$ cat config.mk
export PLATFORM = sky130hd
export DESIGN_NAME = lockable_csr_bank
export DESIGN_NICKNAME = d
export VERILOG_FILES = /design/src/rtl/csr_bank_pkg.sv /design/src/rtl/csr_addr_decode.sv /design/src/rtl/csr_lock_word.sv /design/src/rtl/lockable_csr_bank.sv
export SDC_FILE = /design/constraint.sdc
export NUM_CORES = 1
export LEC_CHECK = 0
export BUFFER_PORTS_ARGS = -buffer_cell sky130_fd_sc_hd__clkbuf_2
export CORE_AREA = 2 2 258 260
export CTS_BUF_LIST = sky130_fd_sc_hd__clkbuf_4 sky130_fd_sc_hd__clkbuf_8 sky130_fd_sc_hd__clkbuf_16
export CTS_CLUSTER_DIAMETER = 50
export DETAILED_ROUTE_END_ITERATION = 8
export DIE_AREA = 0 0 260 262
export MAX_ROUTING_LAYER = met4
export SKIP_CTS_REPAIR_TIMING = 1
export SLEW_MARGIN = 20
export SYNTH_ARGS = -nofsm -noshare
export SYNTH_HDL_FRONTEND = slang
export SYNTH_HIERARCHICAL = 1
export SYNTH_SLANG_ARGS = --single-unit
$ cat constraint.sdc
create_clock -name clk -period 5.5 [get_ports clk]
set_clock_uncertainty 0.1 [all_clocks]
set_input_delay 1.65 -clock clk [delete_from_list [all_inputs] [get_ports clk]]
set_output_delay 1.65 -clock clk [all_outputs]
set_load 0.005 [all_outputs]
$ cat src/rtl/csr_bank_pkg.sv
`timescale 1ns/1ps
package csr_bank_pkg;

  // Region base byte addresses; the decode depends on these values.
  localparam int unsigned RW_BASE   = 32'h1000;
  localparam int unsigned RO_BASE   = 32'h1100;
  localparam int unsigned BL_BASE   = 32'h1200;
  localparam int unsigned WL_BASE   = 32'h1400;
  localparam int unsigned HALF_BASE = 32'h1600;
  localparam int unsigned MAP_END   = 32'h1800;

  localparam int WORD_W = 32;
  localparam int HALF_W = 16;

  typedef enum logic [2:0] {
    RGN_NONE,
    RGN_RW,
    RGN_RO,
    RGN_BITLOCK,
    RGN_WORDLOCK,
    RGN_HALF
  } region_e;

endpackage

$ cat src/rtl/csr_addr_decode.sv
`timescale 1ns/1ps
module csr_addr_decode
  import csr_bank_pkg::*;
#(
  parameter int ADDR_W = 16,
  parameter int N_RW   = 4,
  parameter int N_RO   = 4,
  parameter int N_BL   = 4,
  parameter int N_WL   = 4,
  parameter int N_HALF = 4,
  parameter int IDX_W  = 2
) (
  input  logic [ADDR_W-1:0] addr,
  output region_e           region,
  output logic [IDX_W-1:0]  idx
);

  localparam logic [ADDR_W-1:0] B_RW   = ADDR_W'(RW_BASE);
  localparam logic [ADDR_W-1:0] B_RO   = ADDR_W'(RO_BASE);
  localparam logic [ADDR_W-1:0] B_BL   = ADDR_W'(BL_BASE);
  localparam logic [ADDR_W-1:0] B_WL   = ADDR_W'(WL_BASE);
  localparam logic [ADDR_W-1:0] B_HALF = ADDR_W'(HALF_BASE);
  localparam logic [ADDR_W-1:0] B_END  = ADDR_W'(MAP_END);

  localparam logic [ADDR_W-1:0] L_RW   = ADDR_W'(N_RW);
  localparam logic [ADDR_W-1:0] L_RO   = ADDR_W'(N_RO);
  localparam logic [ADDR_W-1:0] L_BL   = ADDR_W'(N_BL);
  localparam logic [ADDR_W-1:0] L_WL   = ADDR_W'(N_WL);
  localparam logic [ADDR_W-1:0] L_HALF = ADDR_W'(N_HALF);

  region_e           cand;
  logic [ADDR_W-1:0] off;
  logic [ADDR_W-1:0] word;
  logic [ADDR_W-1:0] lim;

  always_comb begin
    cand = RGN_NONE;
    off  = '0;
    lim  = '0;
    if (addr >= B_RW && addr < B_RO) begin
      cand = RGN_RW;       off = addr - B_RW;   lim = L_RW;
    end else if (addr >= B_RO && addr < B_BL) begin
      cand = RGN_RO;       off = addr - B_RO;   lim = L_RO;
    end else if (addr >= B_BL && addr < B_WL) begin
      cand = RGN_BITLOCK;  off = addr - B_BL;   lim = L_BL;
    end else if (addr >= B_WL && addr < B_HALF) begin
      cand = RGN_WORDLOCK; off = addr - B_WL;   lim = L_WL;
    end else if (addr >= B_HALF && addr < B_END) begin
      cand = RGN_HALF;     off = addr - B_HALF; lim = L_HALF;
    end
    word   = off >> 2;
    region = (cand != RGN_NONE && addr[1:0] == 2'b00 && word < lim) ? cand : RGN_NONE;
    idx    = word[IDX_W-1:0];
  end

endmodule

$ cat src/rtl/csr_lock_word.sv
`timescale 1ns/1ps
module csr_lock_word
  import csr_bank_pkg::*;
#(
  parameter region_e KIND = RGN_RW
) (
  input  logic              clk,
  input  logic              rst,
  input  logic              wr_en,
  input  logic [WORD_W-1:0] wdata,
  output logic [WORD_W-1:0] rd_word
);

  generate
    if (KIND == RGN_BITLOCK) begin : g_bitlock
      logic [HALF_W-1:0] lock_q;
      logic [HALF_W-1:0] data_q;

      always_ff @(posedge clk) begin
        if (rst) begin
          lock_q <= '0;
          data_q <= '0;
        end else if (wr_en) begin
          lock_q <= lock_q | wdata[WORD_W-1:HALF_W];
          data_q <= (data_q & lock_q) | (wdata[HALF_W-1:0] & ~lock_q);
        end
      end
      assign rd_word = {lock_q, data_q};

      AST_LOCK_STICKY: assert property (@(posedge clk) disable iff (rst)
        1'b1 |=> ((lock_q & $past(lock_q)) == $past(lock_q)));
      AST_LOCKED_BIT_HELD: assert property (@(posedge clk) disable iff (rst)
        1'b1 |=> ((data_q & $past(lock_q)) == ($past(data_q) & $past(lock_q))));

    end else if (KIND == RGN_WORDLOCK) begin : g_wordlock
      logic              lock_q;
      logic [WORD_W-2:0] data_q;

      always_ff @(posedge clk) begin
        if (rst) begin
          lock_q <= 1'b0;
          data_q <= '0;
        end else if (wr_en && !lock_q) begin
          lock_q <= wdata[WORD_W-1];
          data_q <= wdata[WORD_W-2:0];
        end
      end
      assign rd_word = {lock_q, data_q};

      AST_WORD_FROZEN: assert property (@(posedge clk) disable iff (rst)
        lock_q |=> (lock_q && $stable(data_q)));

    end else if (KIND == RGN_HALF) begin : g_half
      logic [HALF_W-1:0] lo_q;
      logic              unused_hi;

      always_ff @(posedge clk) begin
        if (rst) lo_q <= '0;
        else if (wr_en) lo_q <= wdata[HALF_W-1:0];
      end
      assign rd_word   = {{(WORD_W-HALF_W){1'b0}}, lo_q};
      assign unused_hi = ^wdata[WORD_W-1:HALF_W];

    end else begin : g_plain
      logic [WORD_W-1:0] word_q;

      always_ff @(posedge clk) begin
        if (rst) word_q <= '0;
        else if (wr_en) word_q <= wdata;
      end
      assign rd_word = word_q;
    end
  endgenerate

endmodule

$ cat src/rtl/lockable_csr_bank.sv
`timescale 1ns/1ps
module lockable_csr_bank
  import csr_bank_pkg::*;
#(
  parameter int ADDR_W = 16,
  parameter int N_RW   = 4,
  parameter int N_RO   = 4,
  parameter int N_BL   = 4,
  parameter int N_WL   = 4,
  parameter int N_HALF = 4
) (
  input  logic                     clk,
  input  logic                     rst,
  input  logic [ADDR_W-1:0]        bus_addr,
  input  logic                     bus_wen,
  input  logic [31:0]              bus_wdata,
  input  logic                     bus_ren,
  output logic [31:0]              bus_rdata,
  output logic                     bus_err,
  input  logic [N_RO*32-1:0]       ro_status_i,
  input  logic [N_HALF*16-1:0]     hw_status_i,
  output logic [N_RW*32-1:0]       rw_ctrl_o,
  output logic [N_BL*16-1:0]       bl_ctrl_o,
  output logic [N_WL*31-1:0]       wl_ctrl_o,
  output logic [N_HALF*16-1:0]     hw_ctrl_o
);

  localparam int W     = WORD_W;
  localparam int H     = HALF_W;
  localparam int MAX_A = (N_RW > N_RO) ? N_RW : N_RO;
  localparam int MAX_B = (N_BL > N_WL) ? N_BL : N_WL;
  localparam int MAX_C = (MAX_A > MAX_B) ? MAX_A : MAX_B;
  localparam int MAX_N = (MAX_C > N_HALF) ? MAX_C : N_HALF;
  localparam int IDX_W = (MAX_N > 1) ? $clog2(MAX_N) : 1;

  region_e          region;
  logic [IDX_W-1:0] idx;
  logic [W-1:0]     rw_q   [N_RW];
  logic [W-1:0]     bl_q   [N_BL];
  logic [W-1:0]     wl_q   [N_WL];
  logic [W-1:0]     half_q [N_HALF];
  logic [N_HALF-1:0] unused_half_hi;
  logic [W-1:0]     sel_word;
  logic             wl_locked;
  logic             access;
  logic             err_d;

  csr_addr_decode #(
    .ADDR_W(ADDR_W), .N_RW(N_RW), .N_RO(N_RO), .N_BL(N_BL),
    .N_WL(N_WL), .N_HALF(N_HALF), .IDX_W(IDX_W)
  ) u_decode (
    .addr   (bus_addr),
    .region (region),
    .idx    (idx)
  );

  generate
    for (genvar i = 0; i < N_RW; i++) begin : g_rw
      csr_lock_word #(.KIND(RGN_RW)) u_word (
        .clk(clk), .rst(rst),
        .wr_en(bus_wen && region == RGN_RW && idx == IDX_W'(i)),
        .wdata(bus_wdata), .rd_word(rw_q[i])
      );
      assign rw_ctrl_o[i*W +: W] = rw_q[i];
    end
    for (genvar i = 0; i < N_BL; i++) begin : g_bl
      csr_lock_word #(.KIND(RGN_BITLOCK)) u_word (
        .clk(clk), .rst(rst),
        .wr_en(bus_wen && region == RGN_BITLOCK && idx == IDX_W'(i)),
        .wdata(bus_wdata), .rd_word(bl_q[i])
      );
      assign bl_ctrl_o[i*H +: H] = bl_q[i][H-1:0];
    end
    for (genvar i = 0; i < N_WL; i++) begin : g_wl
      csr_lock_word #(.KIND(RGN_WORDLOCK)) u_word (
        .clk(clk), .rst(rst),
        .wr_en(bus_wen && region == RGN_WORDLOCK && idx == IDX_W'(i)),
        .wdata(bus_wdata), .rd_word(wl_q[i])
      );
      assign wl_ctrl_o[i*(W-1) +: (W-1)] = wl_q[i][W-2:0];
    end
    for (genvar i = 0; i < N_HALF; i++) begin : g_half
      csr_lock_word #(.KIND(RGN_HALF)) u_word (
        .clk(clk), .rst(rst),
        .wr_en(bus_wen && region == RGN_HALF && idx == IDX_W'(i)),
        .wdata(bus_wdata), .rd_word(half_q[i])
      );
      assign hw_ctrl_o[i*H +: H] = half_q[i][H-1:0];
      assign unused_half_hi[i]   = ^half_q[i][W-1:H];
    end
  endgenerate

  // Read-side selection; status inputs are taken live at the read edge.
  always_comb begin
    sel_word  = '0;
    wl_locked = 1'b0;
    case (region)
      RGN_RW:
        for (int i = 0; i < N_RW; i++)
          if (idx == IDX_W'(i)) sel_word = rw_q[i];
      RGN_RO:
        for (int i = 0; i < N_RO; i++)
          if (idx == IDX_W'(i)) sel_word = ro_status_i[i*W +: W];
      RGN_BITLOCK:
        for (int i = 0; i < N_BL; i++)
          if (idx == IDX_W'(i)) sel_word = bl_q[i];
      RGN_WORDLOCK:
        for (int i = 0; i < N_WL; i++)
          if (idx == IDX_W'(i)) begin
            sel_word  = wl_q[i];
            wl_locked = wl_q[i][W-1];
          end
      RGN_HALF:
        for (int i = 0; i < N_HALF; i++)
          if (idx == IDX_W'(i)) sel_word = {hw_status_i[i*H +: H], half_q[i][H-1:0]};
      default: ;
    endcase
  end

  assign access = bus_wen | bus_ren;
  assign err_d  = (access && region == RGN_NONE)
               || (bus_wen && region == RGN_RO)
               || (bus_wen && region == RGN_WORDLOCK && wl_locked);

  always_ff @(posedge clk) begin
    if (rst) begin
      bus_rdata <= '0;
      bus_err   <= 1'b0;
    end else begin
      bus_rdata <= bus_ren ? sel_word : '0;
      bus_err   <= err_d;
    end
  end

  AST_RO_WRITE_ERR: assert property (@(posedge clk) disable iff (rst)
    (bus_wen && region == RGN_RO) |=> bus_err);
  AST_UNMAPPED_ERR: assert property (@(posedge clk) disable iff (rst)
    (access && region == RGN_NONE) |=> (bus_err && bus_rdata == '0));
  AST_QUIET_IDLE: assert property (@(posedge clk) disable iff (rst)
    !access |=> (!bus_err && bus_rdata == '0));
  AST_RW_NO_ERR: assert property (@(posedge clk) disable iff (rst)
    (bus_wen && region == RGN_RW) |=> !bus_err);

endmodule

==> flow_summary.ini <==
[timing]
relSlewSlack = 0.396
final.setup.tns_ns = 0
slew_viol_final = 0
hold_viol = 0
setup_ws_ns = 0.283
rsz0062_at_grt = false
worstMarginPinSlew_ns = 0.905
fin_crit_sh = 0.949
setup_viol = 0
fmax_mhz = 192
fin_crit_ns = 5.22

[grt]
grt_max_degree = 197
track_usage = 0.358
antenna_found_initial = 5
grt_pass1_wl_mm = 171
gr-total-overflow = 0
grt_pass1_vias = 23390

[detailed_routing]
wl_mm = 123
viasPerCell = 5.79
drc = 0
wl_per_cell_um = 29.7
num_vias = 23997
dr.pass1.iters = 5
antenna_left = 0
drt_iter0_markers = 2270

[synth]
yosys_warnings = 6
syn_nets = 2798
synth_area_um2 = 25400
syn_inst = 2542
syn_area_per_cell_um2 = 9.98

[critical_path]
startpoint_type = primary input
critPathArrivalTime_ns = 5.57
rr_worst_depth = 7
crit_type = in2reg
rr_startpoint = g_wl[2].u_word/g_wordlock.lock_q
slowest_stage = a211oi_1
required_ns = 5.86
cp-end-kind = flop
path_cells = clkbuf_2 -> inv_1 -> ha_1 -> a2111oi_2 -> nand3_1 -> or2_1 -> a311oi_1 -> o221ai_1 -> nor4_4 -> buf_4 -> nor2b_2 -> nand3_2 -> buf_12 -> o22ai_1 -> buf_4 -> a211oi_1 -> buf_4 -> a31oi_1
crit_path_end = bus_rdata[6]
crit_start = bus_addr[13]
max_stage_delay_ns = 0.49
cp_common_cell = buf_4
rrSetupSlack_ns = 3.41
reg2reg_to = bus_rdata[31]
cp_max_fo = 17

[die]
die_w_um = 260
num_rows = 94
initial_utilization = 0.389
dieArea_um2 = 68100
pin_count = 657
die_h_um = 262
coreArea_um2 = 65300

[finish]
drive_gt1_frac = 0.344
fill_cells = 6060
syn_to_final_growth_pct = 28.0
multi_input_area_um2 = 14100
nets = 3480
fin_area_um2 = 32500
ff_latch_area_um2 = 9630

[power_and_ir_drop]
p_leak_uw = 0.0122
powerDensity_nw_per_um2 = 266
vdd_drop_max_mv = 0.191

[status]
status = finished clean

[clock_network]
cts_sinks = 481
cts.htree.levels = 3
cts_made_buffers = 67
clock_path_buffers = 3
clk-insertion-delay-late_ns = 0.61
cts_tree = built
path_clk_slew_ns = 0.05
root_buffer = clkbuf_16

[worst_hold_path]
hold_path_class = reg2reg

[placement]
gp_congestion = 0.963
place_ws_ns = -0.181
io_buffers = 656
dpl_cell_area_um2 = 30100
dp_hpwl_mm = 92.3

[flow_run]
drv_cap = 0
## metal layers
layer / vias to the layer above / GRT usage / part of all wire
met5: - / - / 0
met4: 0 / 0.181 / 0.054
met3: 260 / 0.0682 / 0.078
met2: 1275 / 0.595 / 0.48
met1: 11852 / 0.412 / 0.38
li1: 10610 / - / -
## cell type report
cell class                 instances  share of cell area
sequential                       481               0.296
tap                              864              0.0333
clock inverter                    34              0.0133
timing repair buffer             837               0.161
antenna                            4            0.000308
clock buffer                      89              0.0593
inverter                          13             0.00150
multi-input combinational       1824               0.435
## critical path, delay by kind of cell
| family | cells | cell delay [ns] |
|---|---|---|
| AND/OR/NAND/NOR | 5 | 1.04 |
| buffers and inverters | 6 | 1.02 |
| adder cells (fa/ha/maj) | 1 | 0.20 |
| AO/OA/AOI/OAI | 6 | 1.63 |
## stage by stage
step            util  std cells  power, uW  hold slack (ns)
2_1_floorplan      -       2542       3820            0.367
3_3_place_gp   0.461       4019       4120            0.367
3_5_place_dp   0.461       4019       4130            0.371
4_1_cts        0.497       4142       8680            0.381
5_1_grt        0.498       4145       8860            0.396
6_report       0.498       4146       8640            0.379
## worst min path at each step
stage                                                     from                                   end  cells past startpoint
after detailed placement   g_wl[2].u_word/g_wordlock.data_q[8]   g_wl[2].u_word/g_wordlock.data_q[8]                      2
after global placement     g_wl[3].u_word/g_wordlock.data_q[3]   g_wl[3].u_word/g_wordlock.data_q[3]                      2
after floorplan           g_wl[3].u_word/g_wordlock.data_q[23]  g_wl[3].u_word/g_wordlock.data_q[23]                      2
after global routing                                      flop                                  flop                      2
after CTS                  g_wl[2].u_word/g_wordlock.data_q[8]   g_wl[2].u_word/g_wordlock.data_q[8]                      2
final                     g_wl[3].u_word/g_wordlock.data_q[14]  g_wl[3].u_word/g_wordlock.data_q[14]                      2
## cell usage in the layout (no fill, tap or decap), drive strengths merged, types with 67 or more instances in the layout
cell	n
a21oi	97
buf	182
clkbuf	744
dfxtp	481
mux2i	319
mux4	67
nand2	71
nand2b	192
nand4bb	188
nor2	328
nor2b	79
o21ai	202
## report_power, final
part           total, uW  leakage [uW]  switching (uW)  internal, uW
combinational        575       0.00718             355           219
clock               4580       0.00115            1750          2830
sequential          3490       0.00387           0.226          3490
total               8640        0.0122            2110          6530
Power figures use the tool's default switching activity.
